File: config.mk
export PLATFORM = sky130hd
export DESIGN_NAME = hsync_lock_monitor
export DESIGN_NICKNAME = d
export VERILOG_FILES = /design/src/rtl/hsync_lock_monitor.sv
export SDC_FILE = /design/constraint.sdc
export NUM_CORES = 1
export LEC_CHECK = 0
export BUFFER_PORTS_ARGS = -buffer_cell sky130_fd_sc_hd__buf_2
export CAP_MARGIN = 15
export CORE_UTILIZATION = 31
export CTS_CLUSTER_SIZE = 14
export DETAILED_ROUTE_END_ITERATION = 10
export PLACE_DENSITY_LB_ADDON = 0.15
export SETUP_SLACK_MARGIN = 0.4
export SYNTH_ARGS = -nofsm -noshare
export SYNTH_HDL_FRONTEND = slang
export SYNTH_SLANG_ARGS = --single-unit
File: constraint.sdc
create_clock -name clk -period 2.25 [get_ports clk]
set_input_delay 0 -clock clk [delete_from_list [all_inputs] [get_ports clk]]
set_output_delay 0 -clock clk [all_outputs]
set_load 0.05 [all_outputs]
File: src/rtl/hsync_lock_monitor.sv
module hsync_lock_monitor #(
  parameter int CNT_W  = 11,
  parameter int WIN    = 16,
  parameter int THRESH = 128
) (
  input  logic             clk,
  input  logic             rst_n,
  input  logic             pix_en,
  input  logic             sync_det,
  input  logic [CNT_W-1:0] line_len,
  input  logic             field_pulse,
  output logic             valid,
  output logic             int_n,
  output logic             locked
);
  localparam int UW = $clog2(THRESH + 1);
  localparam logic [CNT_W-1:0] WIN_C = CNT_W'(WIN);
  localparam logic [CNT_W-1:0] ONE_C = CNT_W'(1);
  localparam logic [UW-1:0]    THR_C = UW'(THRESH);
  localparam logic [UW-1:0]    U1_C  = UW'(1);

  logic [CNT_W-1:0] cnt;
  logic [UW-1:0]    ulc;
  logic             hit, armed;

  wire in_win = (cnt <= WIN_C) || (cnt >= line_len - WIN_C);
  wire acc    = pix_en && sync_det && in_win;
  wire eval   = pix_en && (cnt == WIN_C);
  wire miss   = eval && !hit && !acc;
  wire wrap   = cnt >= line_len - ONE_C;

  always_ff @(posedge clk) begin
    if (!rst_n) begin
      cnt   <= '0;
      hit   <= 1'b0;
      valid <= 1'b0;
    end else if (pix_en) begin
      cnt <= acc ? ONE_C : (wrap ? '0 : cnt + ONE_C);
      if (acc)       hit <= 1'b1;
      else if (eval) hit <= 1'b0;
      if (acc)       valid <= 1'b1;
      else if (miss) valid <= 1'b0;
    end
  end

  always_ff @(posedge clk) begin
    if (!rst_n) begin
      ulc    <= '0;
      armed  <= 1'b0;
      int_n  <= 1'b0;
      locked <= 1'b0;
    end else begin
      locked <= int_n;
      if (field_pulse) begin
        ulc   <= '0;
        armed <= 1'b1;
        if (armed) int_n <= (ulc < THR_C);
      end else if (miss && ulc < THR_C) begin
        ulc <= ulc + U1_C;
        if (ulc == THR_C - U1_C) int_n <= 1'b0;
      end
    end
  end

  AST_VALID_RISE: assert property (@(posedge clk) disable iff (!rst_n)
    $rose(valid) |-> $past(sync_det && pix_en));
  AST_VALID_FALL: assert property (@(posedge clk) disable iff (!rst_n)
    $fell(valid) |-> $past(eval));
  AST_ULC_SAT: assert property (@(posedge clk) disable iff (!rst_n)
    ulc <= THR_C);
  AST_INT_FALL: assert property (@(posedge clk) disable iff (!rst_n)
    $fell(int_n) |-> $past(miss || field_pulse));
  AST_INT_RISE: assert property (@(posedge clk) disable iff (!rst_n)
    $rose(int_n) |-> $past(field_pulse && armed));
  AST_LOCK_RISE: assert property (@(posedge clk) disable iff (!rst_n)
    $rose(locked) |-> $past(int_n));
  AST_FROZEN: assert property (@(posedge clk) disable iff (!rst_n)
    !pix_en |=> $stable(cnt) && $stable(valid));
endmodule

**After elaboration in Yosys (flattened, before gate mapping)**

Index checks and enable logic that the tools add are counted.

- Bits in registers: 24
- Bits of input ports: 16
- Word-level logic and storage cells: 46

- $add $sub $neg: 4
- $lt $le $gt $ge: 4
- Equality and inequality tests: 3
- Muxes and demuxes: 10
- Bitwise gates (word level): 1
- Reduce and logical (&&, ||, !) cells: 17

Operator list:

| kind | count |
|---|---|
| 11-bit greater-or-equal comparator | 2 |
| 11-bit 2-to-1 mux | 2 |
| 11-bit by 1-bit adder with 11-bit output, second input constant | 1 |
| 11-bit by 5-bit equality test with 1-bit output, second input constant | 1 |
| 11-bit by 5-bit less-or-equal comparator with 1-bit output, second input constant | 1 |
| 11-bit by 1-bit subtractor with 11-bit output, second input constant | 1 |
| 11-bit by 5-bit subtractor with 11-bit output, second input constant | 1 |
| 8-bit by 1-bit adder with 8-bit output, second input constant | 1 |
| 8-bit by 7-bit equality test with 1-bit output, second input constant | 1 |
| 8-bit less-than comparator, second input constant | 1 |
| 1-bit 2-to-1 mux | 8 |
| 2-bit nonzero test | 4 |
| 1-bit logical AND | 6 |
| 2-bit AND reduction | 2 |
| 3-bit AND reduction | 1 |
| 1-bit logical NOT | 2 |
| 2-bit by 1-bit inequality test with 1-bit output, second input constant | 1 |
| 2-bit OR reduction | 1 |
| 1-bit logical OR | 1 |
| 1-bit NOT | 1 |

**Longest topological paths before layout**

Gate-level depths: netlist of the first run.

- Depth in word-level cells: 9
- Mapped depth: 12

**Worst setup path before layout of the first run**

OpenSTA, ideal clock, no wires.

- Path type: input-to-reg
- Start point: input line_len[4]
- End point: register cnt[1]
- Library setup time: 0.087 ns
- Data arrival time: 2.156 ns
- Data required time: 2.163 ns
- Setup slack: 0.006 ns
- Cell stages on the path: 12
- Path buffers: 0
- Path through: inv_1 -> ha_1 -> nand2_1 -> nor3_1 -> nand2_1 -> xor2_1 -> ha_1 -> o211ai_1 -> nor2_1 -> a211oi_1 -> o21ai_1 -> o31ai_1

- Cells in the longest elaborated chain, start to end: 5
- Elaborated cells on any way between the ends: 8
- Those cells by class: 2 x add/sub; 2 x order compare; 2 x mux; 2 x reduce/logical

Ends and longest elaborated chain:

| element | RTL line | RTL |
|---|---|---|
| from (decl) | 10 | `input logic [CNT_W-1:0] line_len,` |
| 11-bit by 5-bit subtractor with 11-bit output | 26 | `wire in_win = (cnt <= WIN_C) \|\| (cnt >= line_len - WIN_C);` |
| 11-bit greater-or-equal comparator | 26 |  |
| 1-bit logical OR | 26 |  |
| 1-bit logical AND | 27 | `wire acc = pix_en && sync_det && in_win;` |
| 11-bit 2-to-1 mux * | 38 | `cnt <= acc ? ONE_C : (wrap ? '0 : cnt + ONE_C);` |
| to (signal assigned) | 38 |  |
| to (decl) | 22 | `logic [CNT_W-1:0] cnt;` |

Every way passes the cells marked *; elsewhere a longest branch is shown, timed or not.
A chain may end at the register's enable or synchronous reset.

**Worst setup path after layout of the first run**

- Start point: input line_len[5]
- End point: register cnt[10]

Same word-level chain as after synthesis.

==> impl_metrics.csv, run 1 <==
group,metric,value,unit
global_routing,first_pass_grt_wire_length,8.25,mm
synthesis,synthDistinctLibCells,39,
power_and_ir_drop,combinationalPowerShare,27.8,%
floorplanning,boundaryPins,19,
finish,drive_gt1_share,42.0,%
setup_path,crit_path_start,"line_len[5]",
timing,unrepaired_setup_endpoints_after_global_routing,"true",
power_and_ir_drop,swShare,29.5,%
place,dp_hpwl,3.68,mm
timing,finalMaxSlewViolations,0,
cts,clock_tree.root_cell,"clkbuf_8",
hold_path,hold_path.startpoint,"rst_n",
power_and_ir_drop,switchingPower,281,uW
power_and_ir_drop,power.share.sequential,46.1,%
global_routing,grt-ovfl-total,0,
place,dp_cells,342,
routing,detail_route.iter0.violations,43,
setup_path,worstSetupEndpointType,"flop",
global_routing,antenna_violations_before_repair,0,
cts,holdBufCountCts,0,
routing,post_drt_via_cell_ratio,5.22,
setup_path,cp_startpoint_kind,"primary input",
synthesis,synth_seq_area_share,24.9,%
routing,route.antenna.remaining_nets,0,
finish,final_util,47.7,%
power_and_ir_drop,vdd.ir_drop.worst,293,uV
hold_path,holdCritPathClass,"primary input to flop",
cts,insertion_delay,260,ps
synthesis,synth-edff-count,0,
cts,clkSinkCount,24,
power_and_ir_drop,power.leakage,0.00120,uW
floorplanning,floorplan.rows,28,
synthesis,post_synth_instance_area,0.00193,mm2
cts,clk_path_buf_depth,2,
global_routing,grt.total_usage,16.3,%
synthesis,ys_seq_elements,24,
synthesis,post_synth_inst_count,230,
floorplanning,die-height,80.9,um
floorplanning,coreArea,0.00596,mm2
power_and_ir_drop,cell_internal_pwr,671,uW
timing,max_freq,0.533,GHz
floorplanning,start_util,32.4,%
power_and_ir_drop,clock_power_share,26.2,%
setup_path,critical_r2r_launch,"cnt[8]",
global_routing,grt_pass1_vias,1708,
floorplanning,floorplan_die_width,80.9,um
place,place_area,0.00235,mm2
place,place.port_buffers,18,
finish,insertedDiodeCount,0,
finish,fillCellCount,581,
timing,finalHoldViolCount,0,
synthesis,synthesis.area_per_instance,8.38,um2
setup_path,critPathRequiredTime,2430,ps
cts,clock_input_transition_at_the_sequential_cells_of_the_worst_setup_and_hold_paths,80,ps
timing,finalCriticalPeriod,1880,ps
synthesis,synthMostInstantiatedCell,"ha_1",
cts,tritoncts_buffer_count,3,
cts,clock_tree_from_tritoncts,"built",
synthesis,netlist.area_leader.share,24.9,%
timing,timing.max_slew.rel_slack,68.5,%
timing,worstMarginPinSlew,472,ps
setup_path,critPathKind,"primary input to flop",
finish,final_net_count,332,
timing,final_critical_path_share_of_the_clock_period,83.4,%
run,drv_cap,0,
timing,final.setup_skew,0.907,ps
synthesis,asyncSetResetFlopFracSynth,0,%
global_routing,grt_max_degree,20,
synthesis,ys_warns,0,
routing,drt_wl_total,5.22,mm
run_status,outcome,"completed",
routing,post_drt_wl_per_cell,14.5,um
routing,route.detailed.drc,0,
cts,number_of_h_tree_levels,1,
finish,post_layout_nonfiller_instances,361,
power_and_ir_drop,power_density,335,mW/mm2
synthesis,ys_top_cells_by_area,"dfxtp_1 25%, ha_1 18%, xnor2_1 5.0%, xor2_1 4.5%, nand2_1 4.1%",
finish,final_cell_area,0.00284,mm2
setup_path,critical_path.max_fanout,6,
synthesis,netlist_top_cells_count,"28 x ha_1, 24 x dfxtp_1, 21 x nand2_1",
place,globalplace.congestion,0.742,
synthesis,synth_area_leader_cell,"dfxtp_1",
setup_path,arrival_time_of_data_at_the_critical_path_endpoint,2060,ps
synthesis,synthesis.nets,274,
routing,total_vias_in_the_final_route,1886,
synthesis,synth_top_flop_cell,"dfxtp_1",
routing,drt_first_pass_iters,4,
finish,areaGrowthSynthToFinish,47.4,%
floorplanning,die_area,0.00654,mm2
timing,setup_viol,0,
-- routing by layer --
layer | track usage, % | wire, um | share of wire (%)
met5 | 0 | 0 | 0
met4 | 3.04 | 21 | 0.40
met3 | 2.81 | 221 | 4.2
met2 | 25.0 | 2330 | 45
met1 | 23.7 | 2650 | 51
-- metrics by stage --
step	hold slack (ps)	setup TNS, ps	total power (uW)	setup WS (ps)
2_1_floorplan	116	0	570	365
3_3_place_gp	283	-194	651	-45.5
3_5_place_dp	286	-532	653	-67.3
4_1_cts	4.35	0	936	390
5_1_grt	23.1	0	1010	247
6_report	17.1	0	952	374
-- logic make-up after synthesis --
kind of cell    Yosys count  synth area share (%)
fa+ha+maj                28                  18.2
flops                    24                  24.9
buf+inv                  16                  3.31
xor+xnor                 21                  9.54
compound gates           60                  21.3
simple gates             81                  22.8
-- layout make-up --
class / count / area (um2) / share of cell area (%)
multi-input combinational: 190 / 1690 / 59.3
sequential: 24 / 493 / 17.3
timing repair buffer: 57 / 452 / 15.9
tap: 75 / 93.8 / 3.30
inverter: 12 / 76.3 / 2.69
clock buffer: 3 / 41.3 / 1.45
-- power groups by stage --
| stage | registers (uW) | logic, uW | clock network (uW) |
|---|---|---|---|
| finish | 439 | 264 | 249 |
| global route | 440 | 291 | 277 |
| CTS | 439 | 232 | 265 |
| detailed placement | 449 | 205 | 0 |
| global placement | 449 | 203 | 0 |
| floorplan | 461 | 110 | 0 |
-- flip-flops by register name, indices dropped and copies added (netlist names) --
| signal | flops |
|---|---|
| ulc | 8 |
| cnt | 11 |
| locked | 1 |
| hit | 1 |
| armed | 1 |
| int_n | 1 |
| valid | 1 |
-- critical path, cell delays in order --
cell      delay, ps
buf_12          120
nor3_4          190
nor3b_4         250
nand2_2          80
xor2_1          150
ha_1            310
o211ai_1         90
nor2_1           80
a211oi_2        190
buf_4           170
o21ai_4          60
buf_6           160
a211oi_2        200
-- final timing paths --
path | to | cells past startpoint | slack, ps
worst min register to register | valid | 2 | 490
worst min-delay path | locked | 2 | 20
worst max-delay path | cnt[10] | 13 | 370
worst max register to register | ulc[0] | 5 | 400
-- cell usage in the layout (no fill, tap or decap), types with 5 or more instances in the layout --
cell type | netlist | layout
buf_4 | 0 | 33
ha_1 | 28 | 23
nand2_1 | 21 | 17
dfxtp_1 | 24 | 16
nor2_1 | 15 | 14
buf_2 | 3 | 14
xnor2_1 | 11 | 10
xor2_1 | 10 | 10
a21oi_1 | 15 | 10
a211oi_2 | 0 | 8
nand3_1 | 10 | 8
and3_1 | 7 | 7
dfxtp_2 | 0 | 7
buf_6 | 0 | 7
inv_1 | 12 | 6
a31oi_1 | 8 | 6
o21ai_0 | 9 | 6
a21oi_2 | 0 | 5
nand4_1 | 5 | 5
a41o_1 | 5 | 5
-- timing repair --
item / CTS / global route
endpoints found under the setup margin: 20 / 21
pin swaps: 21 / 16
setup buffers: 6 / 9
gates resized for setup: 34 / 45
hold endpoints to repair: 0 / 0
cloned: 0 / 1
No activity file was read; power rests on OpenSTA's default activity.
==> run 2: changes to the inputs <==
- clock period: 2.25 -> 1.6 ns (I/O delays scaled with it)
==> impl_metrics.csv, run 2 (same netlist as run 1, synthesis figures left out) <==
group,metric,value,unit
run_status,outcome,"finished with violations",
run_status,violations,"setup timing",
setup_path,worstSetupEndpointType,"flop",
timing,fin_worst_hold_slack,9.36,ps
timing,final.setup_skew,2.10,ps
timing,max_freq,0.538,GHz
global_routing,grt.total_usage,16.7,%
floorplanning,die-height,80.9,um
finish,max_reg_flops,11,
power_and_ir_drop,clock_power_share,29.3,%
global_routing,top_usage_layer,"met2",
timing,unrepaired_setup_endpoints_after_global_routing,"true",
cts,clk_path_buf_depth,2,
hold_path,holdCritPathClass,"primary input to flop",
routing,detail_route.iter0.violations,85,
routing,post_drt_via_cell_ratio,5.07,
floorplanning,die_area,0.00654,mm2
timing,worstMarginPinSlew,474,ps
place,globalplace.congestion,0.766,
floorplanning,coreArea,0.00596,mm2
global_routing,grt_max_degree,19,
finish,multiInputGateArea,0.00175,mm2
global_routing,grt-ovfl-total,0,
cts,insertion_delay,270,ps
global_routing,grt_pass1_vias,1814,
finish,areaGrowthSynthToFinish,63.7,%
finish,final_net_count,365,
floorplanning,boundaryPins,19,
timing,setup_viol,22,
routing,post_drt_wl_per_cell,13.8,um
power_and_ir_drop,cell_internal_pwr,1040,uW
routing,drt_wl_total,5.47,mm
finish,final_cell_area,0.00316,mm2
routing,drt_first_pass_iters,4,
power_and_ir_drop,swShare,29.8,%
power_and_ir_drop,switchingPower,439,uW
setup_path,cp_startpoint_kind,"flop",
place,place_area,0.00257,mm2
timing,finalHoldViolCount,0,
finish,layout_common_cells,"61 x buf_4, 22 x ha_1, 19 x nand2_1",
power_and_ir_drop,combinationalPowerShare,28.7,%
setup_path,critical_path.max_fanout,4,
setup_path,critPathKind,"flop to flop",
place,place.port_buffers,18,
global_routing,grtUsageMet3,2.36,%
timing,final.setup.worst_slack,-257,ps
finish,reg.largest.list,"cnt (11), ulc (8)",
cts,number_of_h_tree_levels,1,
timing,finalCriticalPeriod,1860,ps
finish,fillCellCount,570,
finish,top_register,"cnt",
cts,clkSinkCount,24,
floorplanning,floorplan.rows,28,
timing,final_critical_path_share_of_the_clock_period,116,%
cts,tritoncts_buffer_count,3,
timing,timing.setup.tns,-4120,ps
global_routing,grt_use_met2,27.4,%
cts,clock_tree_from_tritoncts,"built",
run,drv_cap,0,
cts,clock_input_transition_at_the_sequential_cells_of_the_worst_setup_and_hold_paths,90,ps
finish,seq_area,488,um2
power_and_ir_drop,vdd.ir_drop.worst,575,uV
cts,clock_tree.root_cell,"clkbuf_8",
place,dp_hpwl,3.83,mm
floorplanning,floorplan_die_width,80.9,um
power_and_ir_drop,power.share.sequential,42.0,%
finish,final_common_cell,"buf_4",
routing,total_vias_in_the_final_route,2003,
setup_path,critPathRequiredTime,1760,ps
floorplanning,start_util,32.4,%
routing,route.detailed.drc,0,
power_and_ir_drop,power_density,467,mW/mm2
timing,timing.max_slew.rel_slack,68.3,%
finish,drive_gt1_share,49.7,%
timing,finalMaxSlewViolations,0,
power_and_ir_drop,power.leakage,0.00138,uW
global_routing,first_pass_grt_wire_length,8.57,mm
global_routing,grt.met1_usage,23.7,%
global_routing,antenna_violations_before_repair,0,
setup_path,ff2ff_setup_slack,-260,ps
routing,route.antenna.remaining_nets,0,
finish,insertedDiodeCount,0,
setup_path,arrival_time_of_data_at_the_critical_path_endpoint,2020,ps
## run 2: cell types whose count changed in the layout (fill, tap and decap cells not counted), sizes merged
cell         change
buf             +31
o21ai            +1
dlygate4sd3      +1
clkbuf           +1
## run 2: path summary, 6_finish.rpt
check         start  cells after the start  endpoint
min reg2reg   int_n                      1    locked
max reg2reg  cnt[0]                      8     int_n
min           rst_n                      2    locked
max          cnt[0]                      8     int_n
## run 2: area by class of cell
type | count | area share (%)
multi-input combinational | 191 | 55.6
sequential | 24 | 15.5
timing repair buffer | 89 | 21.8
inverter | 12 | 2.42
clock buffer | 4 | 1.74
tap | 75 | 2.97
## run 2: repair_timing
item                                    4_1_cts  5_1_grt
pin swaps                                    11       30
resized for setup                            54       38
hold buffers                                  1        0
buffers inserted                              7        8
endpoints found under the setup margin       22       22
cloned                                        3        1
endpoints found under the hold margin         1        0
## run 2: per-layer routing
metal	up-vias	part of all wire, %
li1	1057	-
met1	915	50
met2	29	46
met3	2	3.3
met4	0	0.22
met5	-	0
## run 2: power by group through the flow
stage	Sequential [uW]	Clock [uW]	Combinational, uW
2_1_floorplan	648	0	154
3_3_place_gp	630	0	315
3_5_place_dp	630	0	316
4_1_cts	618	445	371
5_1_grt	622	457	464
6_report	619	431	424
## run 2: through the flow
step                cells  worst slack [ps]  util (%)  total power (uW)
floorplan             230              -283         -               802
global placement      371              -692      43.2               945
detailed placement    371              -708      43.2               947
CTS                   386              -246      49.1              1430
global route          395              -349      53.0              1540
finish                395              -257      53.0              1470
## run 2: worst max-delay path, stage by stage (launching register included)
cell	delay, ps
dfxtp_2	360
inv_4	60
ha_4	150
nor3b_4	140
o211a_4	240
o211ai_4	240
buf_6	160
nand3_4	70
o41a_1	320
